--- src/rtl/ea_pkg.sv ---
package ea_pkg;

  typedef enum logic [2:0] {
    EAM_POSTINC = 3'd0,
    EAM_PREDEC  = 3'd1,
    EAM_ABS8    = 3'd2,
    EAM_ABS16   = 3'd3,
    EAM_ABS24   = 3'd4,
    EAM_ABS32   = 3'd5,
    EAM_RSV6    = 3'd6,
    EAM_RSV7    = 3'd7
  } ea_mode_e;

  typedef enum logic [1:0] {
    EAS_BYTE = 2'd0,
    EAS_WORD = 2'd1,
    EAS_LONG = 2'd2,
    EAS_RSV  = 2'd3
  } ea_size_e;

  // Step magnitude for a size code; zero for the reserved code.
  function automatic logic [2:0] size_step(ea_size_e s);
    case (s)
      EAS_BYTE: return 3'd1;
      EAS_WORD: return 3'd2;
      EAS_LONG: return 3'd4;
      default:  return 3'd0;
    endcase
  endfunction

  // True when the mode selects one of the register-stepping forms.
  function automatic logic is_step_mode(ea_mode_e m);
    return (m == EAM_POSTINC) || (m == EAM_PREDEC);
  endfunction

  // True when the mode selects one of the absolute-field forms.
  function automatic logic is_abs_mode(ea_mode_e m);
    return (m == EAM_ABS8) || (m == EAM_ABS16) ||
           (m == EAM_ABS24) || (m == EAM_ABS32);
  endfunction

endpackage

--- src/rtl/ea_step_path.sv ---
module ea_step_path
  import ea_pkg::*;
#(
  parameter int RW  = 32,
  parameter int EAW = 24
) (
  input  ea_mode_e          mode,
  input  ea_size_e          size,
  input  logic [RW-1:0]     areg,
  output logic              step_sel,
  output logic [EAW-1:0]    step_addr,
  output logic [RW-1:0]     step_wb,
  output logic              misalign,
  output logic              size_bad
);

  logic [RW-1:0] step_amt;
  logic [RW-1:0] inc_val;
  logic [RW-1:0] dec_val;
  logic          pre_sel;
  logic          multi_byte;

  assign step_amt   = {{(RW-3){1'b0}}, size_step(size)};
  assign inc_val    = areg + step_amt;
  assign dec_val    = areg - step_amt;
  assign step_sel   = is_step_mode(mode);
  assign pre_sel    = (mode == EAM_PREDEC);
  assign multi_byte = (size == EAS_WORD) || (size == EAS_LONG);

  // Post-increment addresses with the old value; pre-decrement with the new.
  always_comb begin
    if (pre_sel) begin
      step_addr = dec_val[EAW-1:0];
      step_wb   = dec_val;
    end else begin
      step_addr = areg[EAW-1:0];
      step_wb   = inc_val;
    end
  end

  assign misalign = step_sel && multi_byte && areg[0];
  assign size_bad = step_sel && (size == EAS_RSV);

endmodule

--- src/rtl/ea_abs_path.sv ---
module ea_abs_path
  import ea_pkg::*;
#(
  parameter int RW  = 32,
  parameter int EAW = 24
) (
  input  ea_mode_e      mode,
  input  logic          fetch,
  input  logic [RW-1:0] field,
  output logic          abs_sel,
  output logic [RW-1:0] abs_addr,
  output logic          width_bad
);

  localparam int SHORT_W = 8;
  localparam int MID_W   = 16;

  assign abs_sel = is_abs_mode(mode);

  always_comb begin
    case (mode)
      EAM_ABS8:  abs_addr = {{(RW-SHORT_W){1'b1}}, field[SHORT_W-1:0]};
      EAM_ABS16: abs_addr = {{(RW-MID_W){field[MID_W-1]}}, field[MID_W-1:0]};
      EAM_ABS24: abs_addr = {{(RW-EAW){1'b0}}, field[EAW-1:0]};
      EAM_ABS32: abs_addr = field;
      default:   abs_addr = '0;
    endcase
  end

  // The 24-bit form addresses program code only; the others address data only.
  assign width_bad = abs_sel && ((mode == EAM_ABS24) ? !fetch : fetch);

endmodule

--- src/rtl/ea_out_stage.sv ---
module ea_out_stage #(
  parameter int RW  = 32,
  parameter int EAW = 24
) (
  input  logic           clk,
  input  logic           rst_n,
  input  logic           valid_c,
  input  logic [EAW-1:0] ea_c,
  input  logic [RW-1:0]  wb_c,
  input  logic           wb_en_c,
  input  logic           fault_c,
  input  logic           illegal_c,
  output logic           valid_o,
  output logic [EAW-1:0] ea_o,
  output logic [RW-1:0]  wb_val_o,
  output logic           wb_en_o,
  output logic           align_fault_o,
  output logic           illegal_o
);

  always_ff @(posedge clk) begin
    if (!rst_n) begin
      valid_o       <= 1'b0;
      ea_o          <= '0;
      wb_val_o      <= '0;
      wb_en_o       <= 1'b0;
      align_fault_o <= 1'b0;
      illegal_o     <= 1'b0;
    end else begin
      valid_o       <= valid_c;
      wb_en_o       <= valid_c && wb_en_c;
      align_fault_o <= valid_c && fault_c;
      illegal_o     <= valid_c && illegal_c;
      if (valid_c) begin
        ea_o     <= ea_c;
        wb_val_o <= wb_c;
      end
    end
  end

  p_valid_lat_r2: assert property (@(posedge clk) disable iff (!rst_n)
    valid_c |=> valid_o);

  p_idle_quiet_r2: assert property (@(posedge clk) disable iff (!rst_n)
    !valid_c |=> (!valid_o && !wb_en_o && !align_fault_o && !illegal_o));

  p_fault_no_wb_r6: assert property (@(posedge clk) disable iff (!rst_n)
    align_fault_o |-> !wb_en_o);

  p_wb_needs_valid_r7: assert property (@(posedge clk) disable iff (!rst_n)
    wb_en_o |-> valid_o);

endmodule

--- src/rtl/ea_gen_unit.sv ---
module ea_gen_unit
  import ea_pkg::*;
#(
  parameter int RW  = 32,
  parameter int EAW = 24
) (
  input  logic           clk,
  input  logic           rst_n,
  input  logic           valid_i,
  input  logic [2:0]     mode_i,
  input  logic [1:0]     size_i,
  input  logic           fetch_i,
  input  logic [RW-1:0]  areg_i,
  input  logic [RW-1:0]  absf_i,
  output logic           valid_o,
  output logic [EAW-1:0] ea_o,
  output logic [RW-1:0]  wb_val_o,
  output logic           wb_en_o,
  output logic           align_fault_o,
  output logic           illegal_o
);

  ea_mode_e       mode;
  ea_size_e       size;
  logic           step_sel;
  logic [EAW-1:0] step_addr;
  logic [RW-1:0]  step_wb;
  logic           misalign;
  logic           size_bad;
  logic           abs_sel;
  logic [RW-1:0]  abs_addr;
  logic           width_bad;
  logic           mode_bad;
  logic           illegal_c;
  logic           fault_c;
  logic           wb_en_c;
  logic [EAW-1:0] ea_c;
  logic [RW-1:0]  wb_c;

  assign mode = ea_mode_e'(mode_i);
  assign size = ea_size_e'(size_i);

  ea_step_path #(.RW(RW), .EAW(EAW)) u_step (
    .mode      (mode),
    .size      (size),
    .areg      (areg_i),
    .step_sel  (step_sel),
    .step_addr (step_addr),
    .step_wb   (step_wb),
    .misalign  (misalign),
    .size_bad  (size_bad)
  );

  ea_abs_path #(.RW(RW), .EAW(EAW)) u_abs (
    .mode      (mode),
    .fetch     (fetch_i),
    .field     (absf_i),
    .abs_sel   (abs_sel),
    .abs_addr  (abs_addr),
    .width_bad (width_bad)
  );

  assign mode_bad  = !step_sel && !abs_sel;
  assign illegal_c = mode_bad || size_bad || width_bad;
  assign fault_c   = misalign && !illegal_c;
  assign wb_en_c   = step_sel && !misalign && !illegal_c;

  always_comb begin
    ea_c = '0;
    wb_c = '0;
    if (!illegal_c) begin
      if (step_sel) begin
        ea_c = step_addr;
        wb_c = step_wb;
      end else begin
        ea_c = abs_addr[EAW-1:0];
      end
    end
  end

  ea_out_stage #(.RW(RW), .EAW(EAW)) u_out (
    .clk           (clk),
    .rst_n         (rst_n),
    .valid_c       (valid_i),
    .ea_c          (ea_c),
    .wb_c          (wb_c),
    .wb_en_c       (wb_en_c),
    .fault_c       (fault_c),
    .illegal_c     (illegal_c),
    .valid_o       (valid_o),
    .ea_o          (ea_o),
    .wb_val_o      (wb_val_o),
    .wb_en_o       (wb_en_o),
    .align_fault_o (align_fault_o),
    .illegal_o     (illegal_o)
  );

  p_post_old_ea_r3: assert property (@(posedge clk) disable iff (!rst_n)
    (valid_i && mode_i == 3'd0 && size_i != 2'd3) |=> (ea_o == $past(areg_i[EAW-1:0])));

  p_pre_same_val_r4: assert property (@(posedge clk) disable iff (!rst_n)
    (valid_i && mode_i == 3'd1 && size_i != 2'd3) |=> (ea_o == wb_val_o[EAW-1:0]));

  p_abs_no_wb_r7: assert property (@(posedge clk) disable iff (!rst_n)
    (valid_i && mode_i >= 3'd2) |=> (!wb_en_o && wb_val_o == '0));

  p_abs8_fill_r8: assert property (@(posedge clk) disable iff (!rst_n)
    (abs_sel && mode == EAM_ABS8) |-> (&abs_addr[RW-1:8]));

  p_abs8_page_r8: assert property (@(posedge clk) disable iff (!rst_n)
    (valid_i && mode_i == 3'd2 && !fetch_i) |=> (&ea_o[EAW-1:8]));

  p_abs24_zero_hi_r10: assert property (@(posedge clk) disable iff (!rst_n)
    (abs_sel && mode == EAM_ABS24) |-> (abs_addr[RW-1:EAW] == '0));

  p_illegal_clean_r12: assert property (@(posedge clk) disable iff (!rst_n)
    illegal_o |-> (!wb_en_o && !align_fault_o && ea_o == '0));

endmodule

--- config.mk ---
export PLATFORM = sky130hd
export DESIGN_NAME = ea_gen_unit
export DESIGN_NICKNAME = d
export VERILOG_FILES = /design/src/rtl/ea_pkg.sv /design/src/rtl/ea_step_path.sv /design/src/rtl/ea_abs_path.sv /design/src/rtl/ea_out_stage.sv /design/src/rtl/ea_gen_unit.sv
export SDC_FILE = /design/constraint.sdc
export NUM_CORES = 1
export LEC_CHECK = 0
export ABC_AREA = 1
export BUFFER_PORTS_ARGS = -buffer_cell sky130_fd_sc_hd__buf_4
export CAP_MARGIN = 15
export CORE_ASPECT_RATIO = 2
export CORE_MARGIN = 2
export CORE_UTILIZATION = 51
export DETAILED_ROUTE_END_ITERATION = 10
export PLACE_DENSITY = 0.78
export SLEW_MARGIN = 5
export SYNTH_ARGS = -nofsm -noshare
export SYNTH_HDL_FRONTEND = slang
export SYNTH_HIERARCHICAL = 1
export SYNTH_SLANG_ARGS = --single-unit
--- constraint.sdc ---
create_clock -name clk -period 2 [get_ports clk]
set_clock_uncertainty 0.05 [all_clocks]
set_input_delay 0.1 -clock clk [delete_from_list [all_inputs] [get_ports clk]]
set_output_delay 0.1 -clock clk [all_outputs]
set_load 0.1 [all_outputs]
==> run summary <==
setup TNS: -0.452 ns
total track usage: 0.362
die height: 161 um
LEAKAGE: 4.75 nW
Avg Cell Area, Syn: 4.97 sq um
Critical Path AT: 2.25 ns
Clk Latency, worst-skew pair: 0.32 ns
Worst-Margin Slew: 0.478 ns
Initial Util: 0.521
clk sinks: 60
outcome: finished, violations left
CP startpoint: size_i[1]
H-tree levels: 3
num ports: 133
met3 usage: 0.0559
Slew Viols, Final: 0
IO buf count: 124
final number of setup-violating endpoints: 10
PD cells: 547 nW/um^2
initial antenna violation count: 0
via count: 7874
Rows: 57
Max Buffers Root-to-Sink: 2
CP endpoint kind: flop
Cell Area, Synth: 6280 sq um
post-route ant nets: 0
full die area: 13300 sq um
post-synth net total: 1350
gr busiest metal: met2
cts bufs inserted: 9
Reg2Reg Depth: 2
delay-heaviest family, CP: simple AND/OR/NAND/NOR gates
CTS Hold Buffers Added: 0
met1 Resource Use GR: 0.333
Die Width: 82.5 um
max capacitance violation total: 0
vias in the first global route: 7572
Max FO, Critical Path: 5
Crit-path slowest cell: fa_2
final setup margin: -0.0774 ns
RSZ-0062 raised after global routing: yes
clock transition at the registers of the reported paths: 0.06 ns
Routed WL: 23.8 mm
Largest stage delay, worst path: 0.35 ns
worst min path class: in -> reg
Crit Path Class: in -> reg
CP Depth: 23
met2 usage: 0.654
crit path cell chain: buf_8 > inv_6 > ha_4 > ha_4 > fa_2 > inv_2 > nand2_4 > nand2_4 > nor2_4 > buf_6 > buf_6 > nand2_4 > nand2_2 > nand3_2 > o21ai_2 > nand2_1 > inv_1 > nor2_1 > nor2_1 > inv_1 > nand2_1 > nand2_1 > nor2_1
fin nets: 1510
largest net degree at the start of global routing: 47
Critical Path Source Type: input port
max frequency: 481 MHz
Critical Path RT: 2.17 ns
grt ovf: 0
Hold Slack: 0.176 ns
clock root cell: clkbuf_16
Final Hold Fails: 0
antenna cell count: 0
placed cell area: 7660 sq um
HPWL after DPL: 18.2 mm
share of layout cells above drive strength 1: 0.236
residual DRC count: 0
Layout area overhead: 35.5%
worst reg2reg startpoint: u_out/ea_o[15]
Power Total: 4.66 mW
Iter 0 DRT Violations: 448
Buf/Inv on CP: 7
Tcrit/Tclk final: 1.04
drt wl/cell: 15.1 um
Core Box Area: 12100 sq um
Min Clock Period, post-route: 2.08 ns
DR vias/cell: 5.00
Worst Hold Launch: rst_n
CTS tree: done
First-pass DRT Iterations: 5
VDD IR-drop max: 0.000477 V
Post-Synthesis Cells: 1265
violated checks: negative setup slack
Worst slew margin: 0.681
final instance area: 8510 sq um
Syn. warnings: 6
gpl congestion: 0.976
hold depth: 3
first-pass GRT wire length: 36.3 mm
## cell type report
class                      count  area (sq um)
sequential                    60          1200
multi-input combinational    914          4300
timing repair buffer         197          1620
inverter                     243           927
tap                          147           184
clock buffer                  11           253
fill                        1186          3540
clock inverter                 4          25.0
## per-layer routing
layer,vias to the layer above,share of wire
met5,-,0
met3,118,0.051
met1,3458,0.33
met4,0,0.095
li1,3986,-
met2,312,0.53
## worst paths after layout
path,slack (ns),end
setup / recovery,-0.08,u_out/ea_o[14]
hold / removal,0.18,u_out/wb_val_o[14]
setup reg to reg,1.20,u_out/ea_o[15]
hold reg to reg,0.42,u_out/ea_o[0]
## cells in the final DEF, fill, tap and decap left out, types with 6 or more instances in the layout
cell / count
buf_6: 9
nand2_4: 9
o21ai_2: 12
nand3_2: 9
nand2_1: 384
buf_4: 179
nor2_1: 311
nor2_4: 15
nand4_1: 6
nand3_1: 52
o21ai_1: 15
dfxtp_1: 60
buf_12: 8
o21ai_0: 22
clkbuf_16: 9
ha_4: 7
inv_2: 18
nor2_2: 18
nand2_2: 26
inv_1: 220
## timing repair
action,in CTS,in global routing
setup endpoints to repair,41,48
buffers inserted,4,11
resized for setup,45,99
pin swaps,21,64
## stage by stage
stage | setup slack [ns] | instances | util
floorplan | -0.00208 | 1265 | -
global placement | -0.549 | 1548 | 0.636
detailed placement | -0.571 | 1548 | 0.636
CTS | -0.000136 | 1567 | 0.675
global route | -0.235 | 1576 | 0.706
finish | -0.0774 | 1576 | 0.706
## state kept, by name (all words and copies together) (netlist names)
signal,cells
u_out/align_fault_o,1
u_out/wb_en_o,1
u_out/ea_o,24
u_out/wb_val_o,32
u_out/illegal_o,1
u_out/valid_o,1
## worst min-delay path, stage by stage
cell and delay, ns:
buf_4 0.25, nand2_1 0.12, nor2_1 0.03
## power by group
| group | internal (mW) | switching (mW) | leakage (nW) |
|---|---|---|---|
| sequential | 1.27 | 0.0430 | 0.495 |
| combinational | 0.569 | 1.32 | 4.12 |
| clock | 0.894 | 0.570 | 0.133 |
| total | 2.73 | 1.93 | 4.75 |
(Power assumes the default switching activity.)
